**src/rtl/toll_lane_ctrl.sv**
```systemverilog
module toll_lane_ctrl #(
  parameter int TOLL  = 35,
  parameter int VAL_A = 5,
  parameter int VAL_B = 10,
  parameter int VAL_C = 25
) (
  input  logic       clk,
  input  logic       rst,
  input  logic       car,
  input  logic [1:0] coin,
  output logic       red,
  output logic       green,
  output logic       alarm
);
  localparam int TW = $clog2(TOLL + VAL_A + VAL_B + VAL_C + 1);
  localparam logic [TW-1:0] TOLL_W = TW'(TOLL);

  typedef enum logic [1:0] {IDLE, OWED, CLEAR, FLAG} st_t;

  st_t st, st_n;
  logic [TW-1:0] paid, paid_n, coin_v, sum;

  always_comb
    case (coin)
      2'b01:   coin_v = TW'(VAL_A);
      2'b10:   coin_v = TW'(VAL_B);
      2'b11:   coin_v = TW'(VAL_C);
      default: coin_v = '0;
    endcase

  assign sum = paid + coin_v;

  always_comb begin
    st_n   = st;
    paid_n = paid;
    case (st)
      IDLE, FLAG:
        if (car) begin
          paid_n = coin_v;
          st_n   = (coin_v >= TOLL_W) ? CLEAR : OWED;
        end
      OWED:
        if (!car) st_n = FLAG;
        else begin
          paid_n = sum;
          if (sum >= TOLL_W) st_n = CLEAR;
        end
      CLEAR:
        if (!car) begin
          st_n   = IDLE;
          paid_n = '0;
        end
      default: st_n = IDLE;
    endcase
  end

  always_ff @(posedge clk) begin
    if (rst) begin
      st    <= IDLE;
      paid  <= '0;
      red   <= 1'b0;
      green <= 1'b0;
      alarm <= 1'b0;
    end else begin
      st    <= st_n;
      paid  <= paid_n;
      red   <= (st_n == OWED) || (st_n == FLAG);
      green <= (st_n == CLEAR);
      alarm <= (st_n == FLAG);
    end
  end

  assert_reset_dark_R1: assert property (@(posedge clk)
    rst |=> !red && !green && !alarm);
  assert_green_exclusive_R4: assert property (@(posedge clk) disable iff (rst)
    green |-> !red && !alarm);
  assert_paid_holds_R6: assert property (@(posedge clk) disable iff (rst)
    green && car |=> green);
  assert_paid_leaves_R6: assert property (@(posedge clk) disable iff (rst)
    green && !car |=> !red && !green && !alarm);
  assert_alarm_with_red_R7: assert property (@(posedge clk) disable iff (rst)
    alarm |-> red);
  assert_unpaid_exit_R7: assert property (@(posedge clk) disable iff (rst)
    red && !alarm && !car |=> red && alarm && !green);
  assert_alarm_holds_R7: assert property (@(posedge clk) disable iff (rst)
    alarm && !car |=> alarm);
  assert_alarm_clears_R8: assert property (@(posedge clk) disable iff (rst)
    alarm && car |=> !alarm);
  assert_idle_ignores_R9: assert property (@(posedge clk) disable iff (rst)
    !red && !green && !alarm && !car |=> !red && !green && !alarm);
endmodule

```
**config.mk**
```make
export PLATFORM = sky130hd
export DESIGN_NAME = toll_lane_ctrl
export DESIGN_NICKNAME = d
export VERILOG_FILES = /design/src/rtl/toll_lane_ctrl.sv
export SDC_FILE = /design/constraint.sdc
export NUM_CORES = 1
export LEC_CHECK = 0
export BUFFER_PORTS_ARGS = -buffer_cell sky130_fd_sc_hd__clkbuf_2
export CAP_MARGIN = 20
export CORE_UTILIZATION = 50
export DETAILED_ROUTE_END_ITERATION = 12
export PLACE_DENSITY = 0.73
export SYNTH_ARGS = -nofsm -noshare
export SYNTH_HDL_FRONTEND = slang
export SYNTH_SLANG_ARGS = --single-unit
export TNS_END_PERCENT = 1
```
**constraint.sdc**
```tcl
create_clock -name clk -period 3 [get_ports clk]
set_input_delay 0.15 -clock clk [delete_from_list [all_inputs] [get_ports clk]]
set_output_delay 0.15 -clock clk [all_outputs]
set_load 0.02 [all_outputs]
```
==> results of run 1 <==
-- flip-flops by register name, summed over array words and instances, names as in the netlist --
register,cells
st,2
red,1
green,1
paid,7
alarm,1
-- power by group --
part           switching [mW]  leakage (nW)  internal (mW)
registers             0.00876        0.0984          0.174
clock network          0.0561        0.0210         0.0737
logic                  0.0942         0.244         0.0612
total                   0.159         0.363          0.309
-- per-layer routing --
layer,vias up,track usage,part of all wire
met5,-,0,0
met4,0,0.08750,0.0043
met3,2,0.08190,0.046
met2,14,0.3485,0.49
met1,323,0.2454,0.45
li1,354,-,-
-- per-stage QoR --
step / hold slack (ns) / cell area [um^2]
after floorplan: 0.2964 / 825.8
after global placement: 0.4560 / 869.6
after detailed placement: 0.4611 / 869.6
after CTS: 0.1896 / 905.9
after global routing: 0.2064 / 905.9
final: 0.2025 / 905.9
-- how the worst max path moves through the flow --
stage	to	start	cells after the start	slack, ns
2_1_floorplan	green	paid[0]	9	0.84
3_3_place_gp	green	paid[0]	9	0.77
6_report	green	paid[0]	9	0.65
4_1_cts	green	paid[0]	9	0.67
3_5_place_dp	green	paid[0]	9	0.70
5_1_grt	green	paid[0]	9	0.52
-- cell type report --
class	instances	area share
Tap cell	16	0.02210
Sequential cell	12	0.2652
Multi-Input combinational cell	72	0.6050
Clock buffer	4	0.04006
Timing Repair Buffer	7	0.03867
Inverter	7	0.02901
-- synth_stat cells, types with 2 or more instances --
library cell and n:
a221oi_1 3, and2_1 2, nor2b_1 5, nand2_1 4
nand3_1 2, ha_1 7, o21ai_0 2, nor3_1 3
nor2_1 11, xnor2_1 3, clkbuf_1 2, inv_1 7
a21oi_1 4, o21ai_1 2, a41oi_2 2, a211oi_1 5
nand2b_1 3, dfxtp_1 12
-- logic make-up (layout without fill, tap and decap cells) --
group	Yosys count	after routing	share of synthesized area
AO/OA/AOI/OAI	25	25	0.2667
flip-flops	12	12	0.2909
AND/OR/NAND/NOR	34	34	0.2121
multiplexers	1	1	0.01212
buffers and inverters	10	18	0.04546
XOR/XNOR	4	4	0.04243
adder cells (fa/ha/maj)	8	8	0.1303
-- worst max-delay path: stages, from the launching register on --
cell      delay [ns]
dfxtp_1         0.36
ha_1            0.18
inv_1           0.06
fa_1            0.42
nand2b_1        0.18
a21oi_1         0.16
xnor2_1         0.14
o41ai_4         0.35
a41oi_2         0.19
and2_1          0.19
==> impl_metrics.ini, run 1 <==
[synth]
synth_top_area_frac = 0.2909
ys_ff_latch = 12
synth_ff_type = dfxtp_1
synth_cells = 94
synth_area_per_cell_um2 = 8.785
yosysWarnings = 0
yosysUniqueCellTypes = 33
synth.cell_area_um2 = 825.8
synth-edff-count = 0
yosysSeqAreaShare = 0.2909
yosys-top-cells-area = dfxtp_1 29%, ha_1 11%, nor2_1 5.0%
synth_nets = 107
synth_top_area_cell = dfxtp_1
synthArstFlopShare = 0

[cts]
clk_latency_ns = 0.28
root_buffer = clkbuf_4
h-tree-depth = 1
cts.clk_slew.worst_paths_ns = 0.09
post_cts_resized = 0
hold_buffers = 0
clkSinkCount = 12
post_cts_buffers = 0
tritoncts = yes
cts_made_buffers = 3
cts.path.max_buffers = 2

[global_route]
grt_antenna_before_repair = 0
grt.overflow.total = 0
grt_pass1_wl_um = 2980
grt_pass1_vias = 728
grt_max_degree = 12
track_usage = 0.2131

[route]
vias_per_cell = 5.873
drt_iter0_drc = 8
vias = 693
firstDrtPassIters = 4
drc_errors = 0
wl_um = 1616
antenna_left = 0
wire_per_inst_um = 13.69

[sta]
worst_pin_slew_ns = 0.5605
fin_ws_ns = 0.6515
fin_skew_ns = 0.01451
setup_viol = 0
rsz0062_at_grt = false
hold_viol = 0
slew_violations = 0
maxSlewHeadroom = 0.6238
fin_tns_setup_ns = 0
fin_crit_sh = 0.7828
fmax_ghz = 0.4258
period_needed_ns = 2.349

[floorplan]
die_area_um2 = 1818
row_count = 14
start_util = 0.5419
coreArea_um2 = 1524
chipHeight_um = 42.64
ios = 8
die_x_um = 42.64

[worst_setup_path]
crit_fanout = 4
rr_startpoint = paid[0]
path_class = register to register
cp.arrival_ns = 2.51
reg2reg_slack_ns = 0.65
critical_path_required_ns = 3.16
cp-start-kind = register
cp-end-kind = register
reg2reg_depth = 9
reg2reg_to = green

[hold_path]
hold_path.class = input pin to register
hold_path.startpoint = rst
min_to = paid[1]
hold_depth = 2

[final_layout]
regArea_um2 = 240.2
multiInputGateArea_um2 = 548.0
nFillCells = 144
nets = 116
area_growth_pct = 9.697
drive_above_1_share = 0.1667
layout_commonest_cell = dfxtp_1
final_core_util = 0.5944
antennaDiodeCount = 0
mostFrequentLayoutCells = 12 x dfxtp_1, 11 x nor2_1, 7 x inv_1, 7 x ha_1, 7 x clkbuf_2
stdcell_count = 118

[placed_design]
io_buffers = 7
hpwl_um = 1270
dp_cells = 114
dp_slack_ns = 0.6983
gp_congestion = 0.8195

[pwr]
p_leak_nw = 0.3633
power.density_nw_per_um2 = 516.2
irDropWorstVdd_v = 0.0003702
power.total_uw = 467.6

[run]
cap_violations = 0

[outcome]
status = finished clean
(Power assumes the default switching activity.)
==> inputs of run 2 (changes only) <==
--- a/config.mk
+++ b/config.mk
@@ -9,7 +9,7 @@
 export CAP_MARGIN = 20
 export CORE_UTILIZATION = 50
 export DETAILED_ROUTE_END_ITERATION = 12
-export PLACE_DENSITY = 0.73
+export PLACE_DENSITY = 0.76
 export SYNTH_ARGS = -nofsm -noshare
 export SYNTH_HDL_FRONTEND = slang
 export SYNTH_SLANG_ARGS = --single-unit
==> constraint.sdc (replaced) <==
create_clock -name clk -period 2.04 [get_ports clk]
set_input_delay 0.102 -clock clk [delete_from_list [all_inputs] [get_ports clk]]
set_output_delay 0.102 -clock clk [all_outputs]
set_load 0.02 [all_outputs]
==> run 2 against run 1 <==
The flow now finishes with violations (negative setup slack). Combinational power up 83%. Fmax up 11%. Non-clock buffer count up 12. Largest power group is now combinational logic. Largest cell class unchanged. Cell count up 10%. Routed wire length up 14%. Clock-buffer cell count unchanged. Sequential power up 48%. Via count up 8.2%. Clock power up 56%. Utilization up 9.3 points.
==> impl_metrics.ini, run 2 (synthesis results as in run 1) <==
[outcome]
status = finished, violations left
failed_checks = negative setup slack

[cts]
h-tree-depth = 1
cts_made_buffers = 3
tritoncts = yes
cts.path.max_buffers = 2
clkSinkCount = 12
hold_buffers = 0
cts.clk_slew.worst_paths_ns = 0.09
root_buffer = clkbuf_4
clk_latency_ns = 0.29

[floorplan]
start_util = 0.5419
die_x_um = 42.64
ios = 8
die_area_um2 = 1818
coreArea_um2 = 1524
chipHeight_um = 42.64
row_count = 14

[sta]
maxSlewHeadroom = 0.7666
worst_pin_slew_ns = 0.3476
hold_viol = 0
fin_skew_ns = 0.008739
whs_ns = 0.1304
rsz0062_at_grt = true
setup_viol = 3
slew_violations = 0
fin_crit_sh = 1.033
fmax_ghz = 0.4743
period_needed_ns = 2.108
fin_ws_ns = -0.06829

[final_layout]
layout_commonest_cell = buf_4
nets = 128
multiInputGateArea_um2 = 598.1
drive_above_1_share = 0.3421
mostFrequentLayoutCells = 12 x buf_4, 11 x nor2_1, 11 x dfxtp_1, 7 x clkbuf_2
area_growth_pct = 26.82
reg.largest.list = paid x7, st x2
final_core_util = 0.6872
nFillCells = 124
largest_reg_flops = 7
stdcell_count = 130
antennaDiodeCount = 0
finalInstanceArea_um2 = 1047
regArea_um2 = 241.5
top_register = paid

[route]
drc_errors = 0
wire_per_inst_um = 14.15
firstDrtPassIters = 4
wl_um = 1840
vias_per_cell = 5.769
drt_iter0_drc = 15
vias = 750
antenna_left = 0

[run]
cap_violations = 0

[worst_setup_path]
cp-end-kind = register
path_class = register to register
critical_path_required_ns = 2.22
crit_fanout = 4
crit_buf_inv = 1
max_stage_delay_ns = 0.37
startpoint = paid[0]
cp.arrival_ns = 2.29
crit_chain = ha_4, buf_4, a211o_1, o21ai_0, xnor2_1, o41ai_4, a41oi_2, and2_1
cp-start-kind = register
critical_path.top_delay_family = compound AO/OA/AOI/OAI gates
rr_startpoint = paid[0]
critPathSlowestCell = o41ai_4

[placed_design]
gp_congestion = 0.8347
dp_cells = 125
io_buffers = 7
hpwl_um = 1371
placed_cell_area_um2 = 965.9

[global_route]
grt_max_degree = 12
track_usage = 0.2204
grt_antenna_before_repair = 0
grt.overflow.total = 0
grt_pass1_vias = 738
grt_pass1_wl_um = 3036

[pwr]
irDropWorstVdd_v = 0.0005893
p_leak_nw = 0.4409
power.total_uw = 757.1
power.density_nw_per_um2 = 722.9

[hold_path]
hold_path.startpoint = rst
hold_path.class = input pin to register
==> run 2: layout make-up <==
type | count | area share
Multi-Input combinational cell | 72 | 0.5711
Timing Repair Buffer | 19 | 0.1195
Inverter | 7 | 0.02509
Tap cell | 16 | 0.01912
Sequential cell | 12 | 0.2306
Clock buffer | 4 | 0.03465
==> run 2: power by group <==
part | internal [mW] | switching, mW
Combinational | 0.127 | 0.156
Sequential | 0.256 | 0.0141
Clock | 0.109 | 0.0947
==> run 2: metal layers <==
metal | up-vias | GRT usage | wire length (um)
met1 | 354 | 0.2751 | 836
met4 | 0 | 0 | 6
li1 | 377 | - | -
met2 | 17 | 0.3758 | 926
met5 | - | 0 | 0
met3 | 2 | 0.09052 | 71
==> run 2: through the flow <==
step                setup slack, ns  setup TNS, ns
floorplan                  0.008730              0
global placement           -0.07123        -0.1505
detailed placement          -0.1217        -0.2972
CTS                        -0.07969        -0.1344
global route                -0.1526        -0.4833
finish                     -0.06829        -0.1373
==> run 2: repair_timing <==
action | CTS | global route
setup buffers | 1 | 0
endpoints found under the setup margin | 6 | 7
resized for setup | 5 | 3
pin swaps | 9 | 0
==> run 2: final timing paths <==
| kind | endpoint | slack, ns | cells after the start |
|---|---|---|---|
| hold reg to reg | paid[6] | 0.49 | 2 |
| setup reg to reg | green | -0.07 | 8 |
| setup / recovery | green | -0.07 | 8 |
| hold / removal | paid[5] | 0.13 | 2 |
==> inputs of run 3 (changes only) <==
--- a/config.mk
+++ b/config.mk
@@ -10,6 +10,8 @@
 export CORE_UTILIZATION = 50
 export DETAILED_ROUTE_END_ITERATION = 12
 export PLACE_DENSITY = 0.76
+export SKIP_CTS_REPAIR_TIMING = 1
+export SKIP_LAST_GASP = 1
 export SYNTH_ARGS = -nofsm -noshare
 export SYNTH_HDL_FRONTEND = slang
 export SYNTH_SLANG_ARGS = --single-unit
==> run 3 against run 2 <==
The run still ends with negative setup slack left. First-iteration DRC count is the same. Highest routed layer unchanged. Critical path type unchanged. Total power increased by 1.1%. Die area unchanged.
==> impl_metrics.ini, run 3 (synthesis results as in run 1) <==
[route]
drc_errors = 0
firstDrtPassIters = 4
drt_iter0_drc = 15
vias = 750
wire_per_inst_um = 14.08
wl_um = 1831
vias_per_cell = 5.769
antenna_left = 0

[sta]
fmax_ghz = 0.4556
whs_ns = 0.1351
rsz0062_at_grt = true
period_needed_ns = 2.195
fin_crit_sh = 1.076
hold_viol = 0
maxSlewHeadroom = 0.7653
worst_pin_slew_ns = 0.3496
fin_ws_ns = -0.1550
fin_tns_setup_ns = -0.4561
setup_viol = 5
slew_violations = 0
fin_skew_ns = 0.007469

[pwr]
pwr-share-clk = 0.262
netSwitchingPower_uw = 267.6
pwr-share-seq = 0.352
switching_share = 0.3497
internal-power_uw = 497.8
power.density_nw_per_um2 = 725.6
irDropWorstVdd_v = 0.0005871
p_leak_nw = 0.4405
p_comb_frac = 0.385

[global_route]
busiest_layer = met2
grt_pass1_vias = 710
grt_max_degree = 12
grt.overflow.total = 0
grt_use_met2 = 0.3636
grt_pass1_wl_um = 2849
track_usage = 0.2080
use_met3 = 0.09052
use_met1 = 0.2487
grt_antenna_before_repair = 0

[final_layout]
antennaDiodeCount = 0
final_core_util = 0.6921
regArea_um2 = 241.5
reg.largest.list = paid x7, st x2
nFillCells = 124
multiInputGateArea_um2 = 605.6
layout_commonest_cell = buf_4
largest_reg_flops = 7
drive_above_1_share = 0.3421
stdcell_count = 130
area_growth_pct = 27.73
nets = 128
top_register = paid
mostFrequentLayoutCells = 12 x buf_4, 11 x nor2_1, 11 x dfxtp_1, 7 x clkbuf_2

[worst_setup_path]
path_class = register to register
critical_path_required_ns = 2.22
critPathSlowestCell = o41ai_4
cp.arrival_ns = 2.37
crit_chain = ha_4, inv_2, fa_2, nand2b_4, a21oi_4, xnor2_2, o41ai_4, a41oi_2, and2_1
max_stage_delay_ns = 0.40
cp-start-kind = register
cp-end-kind = register
crit_fanout = 4

[floorplan]
chipHeight_um = 42.64
die_x_um = 42.64
row_count = 14
start_util = 0.5419
coreArea_um2 = 1524
ios = 8
die_area_um2 = 1818

[cts]
cts.clk_slew.worst_paths_ns = 0.09
clk_latency_ns = 0.28
h-tree-depth = 1
clkSinkCount = 12
root_buffer = clkbuf_4
cts.path.max_buffers = 2
tritoncts = yes
cts_made_buffers = 3

[placed_design]
dp_slack_ns = -0.1217
io_buffers = 7
gp_congestion = 0.8347
dp_cells = 125
hpwl_um = 1371

[hold_path]
hold_path.class = input pin to register

[outcome]
status = finished, violations left
failed_checks = negative setup slack

[run]
cap_violations = 0
run 3: cell counts in the layout (fill, tap and decap cells not counted):
No cell type changed its count.
run 3: routing by layer:
layer / wire [um] / vias up
met5: 0 / -
met4: 3 / 0
met3: 87 / 2
met2: 913 / 18
met1: 826 / 352
li1: - / 378
run 3: layout make-up:
class                           instances  share of cell area
Sequential cell                        12              0.2289
Timing Repair Buffer                   19              0.1186
Inverter                                7             0.02491
Tap cell                               16             0.01898
Multi-Input combinational cell         72              0.5741
Clock buffer                            4             0.03440
run 3: power groups by stage:
stage          Combinational [mW]  Clock (mW)  Sequential, mW
4_1_cts                     0.268       0.203           0.268
2_1_floorplan               0.184           0           0.275
3_5_place_dp                0.267           0           0.273
5_1_grt                     0.319       0.216           0.272
3_3_place_gp                0.260           0           0.272
6_report                    0.295       0.201           0.270
run 3: worst max-delay path: cells and delay by family (launching register included):
family / cells / cell delay (ns)
flip-flops: 1 / 0.36
XOR/XNOR: 1 / 0.10
buffers and inverters: 1 / 0.03
AO/OA/AOI/OAI: 3 / 0.77
adder cells (fa/ha/maj): 2 / 0.47
AND/OR/NAND/NOR: 2 / 0.35
run 3: path summary, 6_finish.rpt:
path,from,endpoint,slack (ns),depth (start not counted)
worst max-delay path,paid[0],green,-0.15,9
worst min register to register,paid[6],paid[6],0.49,2
worst min-delay path,rst,paid[6],0.14,2
worst max register to register,paid[0],green,-0.15,9
run 3: metrics by stage:
stage               cell area (um^2)  power [mW]
finish                          1055      0.7654
global route                    1055      0.8061
CTS                             1002      0.7394
detailed placement             965.9      0.5403
global placement               965.9      0.5325
floorplan                      839.6      0.4598
